### config.mk
export PLATFORM = sky130hd
export DESIGN_NAME = cir_rx_sampler
export DESIGN_NICKNAME = d
export VERILOG_FILES = /design/src/rtl/cir_pkg.sv /design/src/rtl/cir_tick_gen.sv /design/src/rtl/cir_run_meas.sv /design/src/rtl/cir_fifo.sv /design/src/rtl/cir_rx_sampler.sv
export SDC_FILE = /design/constraint.sdc
export NUM_CORES = 1
export LEC_CHECK = 0
export BUFFER_PORTS_ARGS = -buffer_cell sky130_fd_sc_hd__buf_2
export CAP_MARGIN = 10
export CORE_ASPECT_RATIO = 0.9
export CORE_MARGIN = 4
export CORE_UTILIZATION = 59
export CTS_BUF_LIST = sky130_fd_sc_hd__clkbuf_2 sky130_fd_sc_hd__clkbuf_4 sky130_fd_sc_hd__clkbuf_8
export CTS_CLUSTER_SIZE = 24
export DETAILED_ROUTE_END_ITERATION = 8
export HOLD_SLACK_MARGIN = 0.12
export PLACE_DENSITY = 0.78
export SYNTH_ARGS = -nofsm -noshare
export SYNTH_HDL_FRONTEND = slang
export SYNTH_SLANG_ARGS = --single-unit
### constraint.sdc
create_clock -name clk -period 2.3 [get_ports clk]
set_input_delay 0.23 -clock clk [delete_from_list [all_inputs] [get_ports clk]]
set_output_delay 0.23 -clock clk [all_outputs]
set_load 0.005 [all_outputs]
### src/rtl/cir_pkg.sv
package cir_pkg;
  localparam int ENTRY_W = 8;
  localparam int LEN_W   = ENTRY_W - 1;
  localparam int NTHR_W  = 6;
  localparam int QUIET_W = 8;
  localparam int QUIET_SHIFT = 7;

  localparam logic [1:0] ADDR_CTRL  = 2'd0;
  localparam logic [1:0] ADDR_SAMP  = 2'd1;
  localparam logic [1:0] ADDR_QUIET = 2'd2;
  localparam logic [1:0] ADDR_RXOPT = 2'd3;

  typedef enum logic [1:0] {
    CAP_NONE  = 2'd0,
    CAP_BOTH  = 2'd1,
    CAP_MARK  = 2'd2,
    CAP_SPACE = 2'd3
  } cap_mode_e;

  typedef struct packed {
    logic             lvl;
    logic [LEN_W-1:0] len;
  } run_entry_t;
endpackage

### src/rtl/cir_tick_gen.sv
module cir_tick_gen #(
  parameter int BASE_LOG2 = 6,
  parameter int SEL_W     = 2
) (
  input  logic             clk,
  input  logic             rst_n,
  input  logic             en,
  input  logic [SEL_W-1:0] sel,
  output logic             tick
);
  localparam int CNT_W = BASE_LOG2 + (1 << SEL_W) - 1;

  logic [CNT_W-1:0] cnt_q, cnt_d, limit;

  always_comb begin
    limit = ((CNT_W)'(1) << (BASE_LOG2 + int'(sel))) - (CNT_W)'(1);
    tick  = en && (cnt_q >= limit);
    if (!en || tick) cnt_d = '0;
    else             cnt_d = cnt_q + (CNT_W)'(1);
  end

  always_ff @(posedge clk or negedge rst_n) begin
    if (!rst_n) cnt_q <= '0;
    else        cnt_q <= cnt_d;
  end

  p_tick_spacing_r3: assert property (@(posedge clk) disable iff (!rst_n)
    tick |=> !tick) else $error("tick on consecutive cycles");
endmodule

### src/rtl/cir_run_meas.sv
module cir_run_meas import cir_pkg::*; (
  input  logic               clk,
  input  logic               rst_n,
  input  logic               en,
  input  logic               tick,
  input  logic               ir_raw,
  input  logic               invert,
  input  logic [NTHR_W-1:0]  nthr,
  input  logic [QUIET_W-1:0] quiet_lim,
  input  cap_mode_e          cap_mode,
  input  logic               clr_idle,
  output logic               push,
  output run_entry_t         push_data,
  output logic               idle
);
  localparam int CAND_W = NTHR_W + 1;
  localparam int IDLE_W = QUIET_W + QUIET_SHIFT + 1;
  localparam logic [LEN_W-1:0] LEN_MAX = '1;

  logic              sync1_q, sync2_q;
  logic              lvl_q, lvl_d;
  logic [LEN_W-1:0]  len_q, len_d;
  logic [CAND_W-1:0] cand_q, cand_d;
  logic [IDLE_W-1:0] quiet_q, quiet_d, quiet_max;
  logic              idle_q, idle_d;
  logic              samp, differs, accept, split, keep;

  always_ff @(posedge clk or negedge rst_n) begin
    if (!rst_n) begin
      sync1_q <= 1'b0;
      sync2_q <= 1'b0;
    end else begin
      sync1_q <= ir_raw;
      sync2_q <= sync1_q;
    end
  end

  always_comb begin
    samp      = sync2_q ^ invert;
    differs   = samp != lvl_q;
    accept    = tick && differs && (cand_q >= {1'b0, nthr});
    split     = tick && !accept && (len_q == LEN_MAX);
    quiet_max = ({{(IDLE_W-QUIET_W){1'b0}}, quiet_lim} + (IDLE_W)'(1)) << QUIET_SHIFT;

    unique case (cap_mode)
      CAP_BOTH:  keep = 1'b1;
      CAP_MARK:  keep = lvl_q;
      CAP_SPACE: keep = !lvl_q;
      default:   keep = 1'b0;
    endcase

    push          = en && (accept || split) && keep;
    push_data.lvl = lvl_q;
    push_data.len = len_q;

    lvl_d   = lvl_q;
    len_d   = len_q;
    cand_d  = cand_q;
    quiet_d = quiet_q;
    if (!en) begin
      lvl_d   = 1'b0;
      len_d   = '0;
      cand_d  = '0;
      quiet_d = '0;
    end else if (tick) begin
      if (accept) begin
        lvl_d   = samp;
        len_d   = (LEN_W)'(1);
        cand_d  = '0;
        quiet_d = '0;
      end else begin
        len_d  = split ? (LEN_W)'(1) : len_q + (LEN_W)'(1);
        cand_d = differs ? cand_q + (CAND_W)'(1) : '0;
        if (quiet_q < quiet_max) quiet_d = quiet_q + (IDLE_W)'(1);
      end
    end
    if (clr_idle) quiet_d = '0;

    idle_d = idle_q || (en && (quiet_q >= quiet_max));
    if (clr_idle) idle_d = 1'b0;
  end

  always_ff @(posedge clk or negedge rst_n) begin
    if (!rst_n) begin
      lvl_q   <= 1'b0;
      len_q   <= '0;
      cand_q  <= '0;
      quiet_q <= '0;
      idle_q  <= 1'b0;
    end else begin
      lvl_q   <= lvl_d;
      len_q   <= len_d;
      cand_q  <= cand_d;
      quiet_q <= quiet_d;
      idle_q  <= idle_d;
    end
  end

  assign idle = idle_q;

  p_level_on_tick_r4: assert property (@(posedge clk) disable iff (!rst_n)
    (en && $past(en) && (lvl_q != $past(lvl_q))) |-> $past(tick))
    else $error("level changed without a sample tick");

  p_idle_sticky_r7: assert property (@(posedge clk) disable iff (!rst_n)
    (idle_q && !clr_idle) |=> idle_q) else $error("idle flag dropped without a write");
endmodule

### src/rtl/cir_fifo.sv
module cir_fifo #(
  parameter int DEPTH = 64,
  parameter int W     = 8
) (
  input  logic         clk,
  input  logic         rst_n,
  input  logic         push,
  input  logic [W-1:0] din,
  input  logic         pop,
  input  logic         clr_ovf,
  output logic [W-1:0] dout,
  output logic         empty,
  output logic         full,
  output logic         ovf
);
  localparam int AW = $clog2(DEPTH);

  logic [W-1:0]  mem [DEPTH];
  logic [AW:0]   wptr_q, wptr_d, rptr_q, rptr_d, fill;
  logic          ovf_q, ovf_d, do_wr, do_rd;

  always_comb begin
    fill   = wptr_q - rptr_q;
    empty  = wptr_q == rptr_q;
    full   = fill == (AW+1)'(DEPTH);
    do_wr  = push && !full;
    do_rd  = pop && !empty;
    wptr_d = do_wr ? wptr_q + (AW+1)'(1) : wptr_q;
    rptr_d = do_rd ? rptr_q + (AW+1)'(1) : rptr_q;
    ovf_d  = clr_ovf ? 1'b0 : (ovf_q || (push && full));
    dout   = mem[rptr_q[AW-1:0]];
  end

  always_ff @(posedge clk) begin
    if (do_wr) mem[wptr_q[AW-1:0]] <= din;
  end

  always_ff @(posedge clk or negedge rst_n) begin
    if (!rst_n) begin
      wptr_q <= '0;
      rptr_q <= '0;
      ovf_q  <= 1'b0;
    end else begin
      wptr_q <= wptr_d;
      rptr_q <= rptr_d;
      ovf_q  <= ovf_d;
    end
  end

  assign ovf = ovf_q;

  p_no_overflow_r8: assert property (@(posedge clk) disable iff (!rst_n)
    fill <= (AW+1)'(DEPTH)) else $error("queue fill above depth");

  p_pop_empty_hold_r8: assert property (@(posedge clk) disable iff (!rst_n)
    (empty && !push) |=> $stable(rptr_q)) else $error("read pointer moved on empty");

  p_ovf_on_full_r9: assert property (@(posedge clk) disable iff (!rst_n)
    (push && full && !clr_ovf) |=> ovf_q) else $error("drop did not flag overflow");
endmodule

### src/rtl/cir_rx_sampler.sv
module cir_rx_sampler import cir_pkg::*; #(
  parameter int FIFO_DEPTH    = 64,
  parameter int BASE_DIV_LOG2 = 6
) (
  input  logic       clk,
  input  logic       rst_n,
  input  logic       cfg_we,
  input  logic [1:0] cfg_addr,
  input  logic [7:0] cfg_wdata,
  input  logic       ir_in,
  input  logic       rd_en,
  output logic [7:0] rd_data,
  output logic       fifo_empty,
  output logic       fifo_full,
  output logic       fifo_ovf,
  output logic       idle_flag
);
  localparam logic [7:0] SAMP_RST = {NTHR_W'(1), 2'b00};

  logic       rs1_q, rs2_q, rst_i;
  logic [3:0] ctrl_q, ctrl_d;
  logic [7:0] samp_q, samp_d;
  logic [7:0] quiet_q, quiet_d;
  logic       inv_q, inv_d;
  logic       en, tick, push;
  run_entry_t push_data;

  always_ff @(posedge clk or negedge rst_n) begin
    if (!rst_n) begin
      rs1_q <= 1'b0;
      rs2_q <= 1'b0;
    end else begin
      rs1_q <= 1'b1;
      rs2_q <= rs1_q;
    end
  end
  assign rst_i = rs2_q;

  always_comb begin
    ctrl_d  = ctrl_q;
    samp_d  = samp_q;
    quiet_d = quiet_q;
    inv_d   = inv_q;
    if (cfg_we) begin
      unique case (cfg_addr)
        ADDR_CTRL:  ctrl_d  = cfg_wdata[7:4];
        ADDR_SAMP:  samp_d  = cfg_wdata;
        ADDR_QUIET: quiet_d = cfg_wdata;
        default:    inv_d   = cfg_wdata[0];
      endcase
    end
    en = ctrl_q[1:0] == 2'b11;
  end

  always_ff @(posedge clk or negedge rst_i) begin
    if (!rst_i) begin
      ctrl_q  <= '0;
      samp_q  <= SAMP_RST;
      quiet_q <= '0;
      inv_q   <= 1'b0;
    end else begin
      ctrl_q  <= ctrl_d;
      samp_q  <= samp_d;
      quiet_q <= quiet_d;
      inv_q   <= inv_d;
    end
  end

  cir_tick_gen #(.BASE_LOG2(BASE_DIV_LOG2), .SEL_W(2)) u_tick (
    .clk(clk), .rst_n(rst_i), .en(en), .sel(samp_q[1:0]), .tick(tick)
  );

  cir_run_meas u_meas (
    .clk(clk), .rst_n(rst_i), .en(en), .tick(tick), .ir_raw(ir_in),
    .invert(inv_q), .nthr(samp_q[7:2]), .quiet_lim(quiet_q),
    .cap_mode(cap_mode_e'(ctrl_q[3:2])), .clr_idle(cfg_we),
    .push(push), .push_data(push_data), .idle(idle_flag)
  );

  cir_fifo #(.DEPTH(FIFO_DEPTH), .W(ENTRY_W)) u_fifo (
    .clk(clk), .rst_n(rst_i), .push(push), .din(push_data), .pop(rd_en),
    .clr_ovf(cfg_we), .dout(rd_data), .empty(fifo_empty), .full(fifo_full),
    .ovf(fifo_ovf)
  );

  p_no_push_disabled_r1: assert property (@(posedge clk) disable iff (!rst_i)
    !en |-> !push) else $error("entry written while receive disabled");
endmodule

==> flow_summary.toml, run 1 <==
[power]
powerDensity_mw_per_mm2 = 862.0
p_leak_nw = 11.27
ir_drop_mv = 0.5518
total_power_mw = 25.94

[clock_network]
htreeDepth = 3
cts.path.max_buffers = 3
tritoncts = "done"
clock-root-buffer = "clkbuf_8"
insertion_delay_ps = 670
clk_pin_slew_worst_paths_ps = 70
cts_buffers = 89
numClockSinks = 593

[run_status]
status = "complete, but fails checks"
violations = "setup timing"

[global_route]
met1_usage_pct = 36.65
grt_max_degree = 75
gr-usage-met2_pct = 40.78
grtUsageMet3_pct = 5.907
antenna_found_initial = 0
grt_pass1_wl_mm = 87.78
top_usage_layer = "met2"
overflow = 0
track_usage_pct = 25.93
grt_pass1_vias = 14143

[finish]
finalNonFillerCells = 2181
n_fill_cell = 2231
insertedDiodeCount = 0
finalInstanceArea_mm2 = 0.03009
final_util_pct = 73.73
drive_gt1_share_pct = 43.45
nets = 1619
syn_to_final_growth_pct = 23.13

[critical_path]
path_class = "flop to output port"
cp.required_ps = 2070
critPathArrivalTime_ps = 3130
cp_max_fo = 9
end_kind = "output port"
cp-start-kind = "flop"

[placed_design]
dp.cells = 1957
gp_congestion = 0.8640
numPortBuffers = 26
dp_slack_ps = -877.6
placed_area_mm2 = 0.02655
dp_hpwl_mm = 33.03

[timing]
final.period_utilization_pct = 146.2
rsz0062_at_grt = "true"
layout_min_cycle_time_ps = 3362
fmax_mhz = 297.4
setup_viol = 552
worst_pin_slew_ps = 885.6
setup_tns_ps = -221320
slew_headroom_pct = 40.78
hold_viol = 0
maxSlewViolCount = 0
skew_ps = 45.43
fin_ws_ps = -1062
whs_ps = 217.4

[synth]
synth_warnings = 0
synth_area_leader_cell = "edfxtp_1"
ys_top_cells_by_area = "edfxtp_1 (63%), mux4_2 (15%), dfrtp_1 (8.2%)"
synth_area_mm2 = 0.02444
syn_area_per_cell_um2 = 18.87
synth_seq_area_share_pct = 71.21
ys_types = 67
synth-edff-count = 512
netlist_top_cells_count = "edfxtp_1 (512), mux4_2 (160), nor2_1 (84), dfrtp_1 (80), nand2_1 (49)"
yosysTopAreaCellShare_pct = 62.91
synth-seq-cells = 593
ys.flop_type = "edfxtp_1"
ys_async_sr_fraction_pct = 13.66
synth_most_common_cell = "edfxtp_1"
syn_inst = 1295

[die]
fp.dieH_um = 201.1
start_util_pct = 59.88
die_x_um = 222.5
core_mm2 = 0.04081
die-area_mm2 = 0.04475
io_pins = 27
rows = 70

[hold_path]
hold_class = "flop to async pin"

[drt]
viasPerCell = 6.362
postRouteAntennaNets = 0
routed-via-count = 13876
drt_pass1_iterations = 5
drt-total-wl_mm = 59.26
drt_iter0_drc = 1526
drc = 0
wire_per_inst_um = 27.17

[job]
cap_viol_max_count = 0
[worst paths after layout]
kind / start / endpoint / slack (ps) / cells past startpoint
max in group asynchronous: rs2_q$_DFF_PN0_ / u_fifo.rptr_q[1]$_DFFE_PN0P_ / 1440 / 1
hold reg to reg: rs2_q$_DFF_PN0_ / u_tick.cnt_q[8]$_DFF_PN0_ / 220 / 0
setup reg to reg: u_fifo.rptr_q[0]$_DFFE_PN0P_ / u_fifo.mem[57][0]$_DFFE_PP_ / -590 / 13
hold / removal: rs2_q$_DFF_PN0_ / u_tick.cnt_q[8]$_DFF_PN0_ / 220 / 0
setup / recovery: u_fifo.rptr_q[0]$_DFFE_PN0P_ / rd_data[3] / -1060 / 7
min in group clk: ir_in / u_meas.sync1_q$_DFF_PN0_ / 240 / 2
[report_power, final]
group / internal [mW] / total (mW) / switching [mW]
combinational: 2.63 / 5.25 / 2.62
clock: 4.73 / 8.89 / 4.15
sequential: 11.7 / 11.8 / 0.132
[sequential cells by signal, summed over array words and instances, names as in the netlist, 8 cells and up]
| name | flops |
|---|---|
| u_tick.cnt_q | 9 |
| samp_q | 8 |
| u_meas.quiet_q | 16 |
| u_fifo.mem | 512 |
| quiet_q | 8 |
[kinds of logic after synthesis]
group | after synthesis | synth area share [%]
other | 2 | 0.03073
buffers and inverters | 85 | 1.531
muxes | 182 | 15.76
and+or+nand+nor | 247 | 5.171
DFF | 593 | 71.21
xor gates and xnor gates | 33 | 1.244
adders and majority gates | 36 | 1.843
AOI/OAI and AO/OA | 117 | 3.215
[metal layers]
layer | share of wire [%] | vias up | wire length (um)
li1 | - | 5840 | -
met1 | 39 | 7208 | 22880
met2 | 50 | 676 | 29490
met3 | 8.2 | 152 | 4846
met4 | 3.4 | 0 | 2040
met5 | 0 | - | 0
[worst max-delay path, stage by stage, from the launching register on]
cell and delay, ps:
dfrtp_4 490, buf_12 210, buf_6 170, mux4_2 560, mux4_2 540, a22oi_1 190, nand2_1 140, buf_2 150
[area by class of cell]
type                            count  area [um2]  area share, %
Sequential cell                   593       17420          57.90
Clock buffer                      118        1499          4.981
Timing Repair Buffer              237        2437          8.099
Clock inverter                     46       334.1          1.110
Multi-Input combinational cell    619        7612          25.30
Tap cell                          540       675.6          2.245
Inverter                           28       110.1         0.3659
[placed cells by master (no fill, tap or decap), types with 8 or more instances in the layout]
master,Yosys,layout
edfxtp_1,512,512
mux4_2,160,160
buf_4,6,125
clkbuf_8,0,98
dfrtp_1,80,69
nor2_4,0,57
nand2_1,49,44
buf_6,3,30
ha_1,36,28
nor2_1,84,27
buf_2,8,26
inv_1,27,24
mux2_2,22,22
clkbuf_4,0,20
buf_12,0,20
nand3_1,25,19
clkinv_2,0,18
clkinv_1,0,17
xor2_1,16,16
xnor2_1,16,16
dlygate4sd3_1,0,16
nand4_1,15,15
a21oi_1,28,15
a21oi_2,0,13
a22oi_2,0,11
o21ai_0,19,9
o31ai_1,9,8
or4_4,0,8
buf_16,0,8
dfrtp_2,0,8
[what timing repair did]
item                                   CTS  global route
hold buffers                            16             0
resized for setup                      157            63
buffers inserted                        28             9
gates cloned                             4             8
endpoints found under the hold margin   31             0
pin swaps                               35            40
setup endpoints to repair              550           563
Power figures use the tool's default switching activity.
==> inputs of run 2 (changes only) <==
--- a/config.mk
+++ b/config.mk
@@ -5,16 +5,16 @@
 export SDC_FILE = /design/constraint.sdc
 export NUM_CORES = 1
 export LEC_CHECK = 0
+export ABC_AREA = 1
 export BUFFER_PORTS_ARGS = -buffer_cell sky130_fd_sc_hd__buf_2
 export CAP_MARGIN = 10
 export CORE_ASPECT_RATIO = 0.9
 export CORE_MARGIN = 4
-export CORE_UTILIZATION = 59
-export CTS_BUF_LIST = sky130_fd_sc_hd__clkbuf_2 sky130_fd_sc_hd__clkbuf_4 sky130_fd_sc_hd__clkbuf_8
+export CORE_UTILIZATION = 57
 export CTS_CLUSTER_SIZE = 24
 export DETAILED_ROUTE_END_ITERATION = 8
 export HOLD_SLACK_MARGIN = 0.12
-export PLACE_DENSITY = 0.78
+export PLACE_DENSITY = 0.76
 export SYNTH_ARGS = -nofsm -noshare
 export SYNTH_HDL_FRONTEND = slang
 export SYNTH_SLANG_ARGS = --single-unit
==> run 2 against run 1 <==
The flow still finishes with violations (setup timing). Worst hold slack worse by 7.0 ps. Worst setup slack better by 380 ps. Cell area is 6.4% higher. Largest power group is now combinational logic. Die area is 6.9% higher. Clock skew is 18 ps lower. Synthesized cell count is 70% higher. Non-clock buffer count is 14 higher. Highest routed layer unchanged. Sequential cell count stayed put. Power is 34% higher. Via count is 43% higher.
==> flow_summary.toml, run 2 <==
[synth]
syn_area_per_cell_um2 = 11.48
synth_seq_area_share_pct = 68.76
synth_area_leader_cell = "edfxtp_1"
synth-edff-count = 512
synth-seq-cells = 593
synth_most_common_cell = "edfxtp_1"
syn_inst = 2204
yosysTopAreaCellShare_pct = 60.75
netlist_top_cells_count = "edfxtp_1 (512), nand2_1 (382), nor2_1 (287), o21ai_0 (236), nand3_1 (174)"
ys.flop_type = "edfxtp_1"
synth_area_mm2 = 0.02531
ys_types = 42
ys_async_sr_fraction_pct = 13.66
ys_top_cells_by_area = "edfxtp_1 (61%), dfrtp_1 (7.9%), nand2_1 (5.7%)"
synth_warnings = 0

[global_route]
track_usage_pct = 28.68
grt_pass1_vias = 18537
grt_max_degree = 69
grt_pass1_wl_mm = 107.0
overflow = 0
antenna_found_initial = 0

[timing]
hold_viol = 0
slew_headroom_pct = 38.91
worst_pin_slew_ps = 916.3
setup_viol = 545
setup_tns_ps = -236340
fmax_mhz = 334.8
fin_ws_ps = -686.4
rsz0062_at_grt = "true"
layout_min_cycle_time_ps = 2986
final.period_utilization_pct = 129.8
maxSlewViolCount = 0
skew_ps = 27.47

[critical_path]
cp.required_ps = 2070
critPathArrivalTime_ps = 2760
cp-start-kind = "flop"
path_class = "flop to output port"
timing.reg2reg.setup_slack_ps = -550
end_kind = "output port"
cp_max_fo = 32

[finish]
final_util_pct = 73.77
ff_latch_area_mm2 = 0.01742
final_common_cell = "edfxtp_1"
n_fill_cell = 2476
largest_reg_flops = 512
nets = 2450
syn_to_final_growth_pct = 26.57
multi_input_area_mm2 = 0.008349
drive_gt1_share_pct = 22.90
finalInstanceArea_mm2 = 0.03203
layout_common_cells = "edfxtp_1 (512), nand2_1 (325), nor2_1 (244)"
insertedDiodeCount = 0

[job]
cap_viol_max_count = 0

[power]
ir_drop_mv = 0.6719
powerDensity_mw_per_mm2 = 1085
total_power_mw = 34.77
p_leak_nw = 13.01

[drt]
postRouteAntennaNets = 0
routed-via-count = 19826
drt_pass1_iterations = 6
drt-total-wl_mm = 77.14
wire_per_inst_um = 25.40
viasPerCell = 6.528
drt_iter0_drc = 3470
drc = 0

[placed_design]
dp_hpwl_mm = 38.18
numPortBuffers = 26
placed_area_mm2 = 0.02721
gp_congestion = 0.8830
dp_slack_ps = -556.9

[hold_path]
hold_class = "flop to async pin"

[die]
die_x_um = 230.1
io_pins = 27
die-area_mm2 = 0.04784
start_util_pct = 58.28
core_mm2 = 0.04342
fp.dieH_um = 207.9
rows = 72

[clock_network]
clock-root-buffer = "clkbuf_16"
insertion_delay_ps = 630
htreeDepth = 2
cts.path.max_buffers = 3
numClockSinks = 593
tritoncts = "done"
clk_pin_slew_worst_paths_ps = 70
cts_buffers = 56

[run_status]
status = "complete, but fails checks"
violations = "setup timing"
## run 2: cell types whose count changed in the layout (fill, tap and decap cells not counted), moves of 96 or more
cell,delta
nand2_1,+281
nand3_1,+128
nor2_1,+217
clkbuf_8,-96
o21ai_0,+192
mux4_2,-160
## run 2: kinds of logic (layout without fill, tap and decap cells)
kind of cell | Yosys count | in the layout | share of synthesized area [%]
AOI/OAI and AO/OA | 387 | 387 | 8.919
xor gates and xnor gates | 39 | 39 | 1.409
adders and majority gates | 36 | 36 | 1.780
buffers and inverters | 217 | 454 | 3.431
DFF | 593 | 593 | 68.76
other | 2 | 4 | 0.02967
and+or+nand+nor | 930 | 932 | 15.67
## run 2: repair_timing
item                       CTS  global route
hold endpoints to repair    38             0
buffers inserted             9            47
gates resized for setup    166           191
gates cloned                14            11
setup endpoints to repair  546           560
hold buffers                15             0
pin swaps                   22            88
## run 2: path summary, 6_finish.rpt
path,depth (start not counted),to,from
worst max-delay path,10,rd_data[4],u_fifo.rptr_q[0]$_DFFE_PN0P_
worst min-delay path,0,samp_q[6]$_DFFE_PN0P_,rs2_q$_DFF_PN0_
worst max register to register,13,u_fifo.mem[52][1]$_DFFE_PP_,u_fifo.rptr_q[1]$_DFFE_PN0P_
worst min register to register,0,samp_q[6]$_DFFE_PN0P_,rs2_q$_DFF_PN0_
max in group asynchronous,1,u_fifo.rptr_q[1]$_DFFE_PN0P_,rs2_q$_DFF_PN0_
min in group clk,2,u_meas.sync1_q$_DFF_PN0_,ir_in
## run 2: final cells by class
type	count	area share [%]
Timing Repair inverter	1	0.05078
Sequential cell	593	54.40
Tap cell	592	2.312
Clock buffer	70	4.746
Inverter	98	1.250
Multi-Input combinational cell	1398	26.07
Clock inverter	34	1.066
Timing Repair Buffer	251	10.11
## run 2: critical path: stages (launching register included)
cell,delay [ps]
dfrtp_4,540
buf_12,190
buf_4,160
buf_16,170
o21ai_1,300
o221ai_1,180
nand3_1,130
nand2_1,90
nand3_2,120
nand3_1,110
buf_2,150
## run 2: metal layers
| metal | global-route usage, % | wire length (um) |
|---|---|---|
| met1 | 39.69 | 27610 |
| met2 | 44.83 | 35940 |
| met3 | 6.592 | 9469 |
| met4 | 11.18 | 4122 |
| met5 | 0 | 0 |
## run 2: power breakdown
part           internal, mW  switching (mW)
registers              11.7           0.166
clock network          5.38            4.13
logic                  5.03            8.40
## run 2: stage by stage
| step | cells | hold slack, ps |
|---|---|---|
| CTS | 2979 | 226.3 |
| global placement | 2837 | 16.04 |
| finish | 3037 | 210.4 |
| global route | 3037 | 237.9 |
| detailed placement | 2837 | 23.29 |
| floorplan | 2206 | -65.59 |
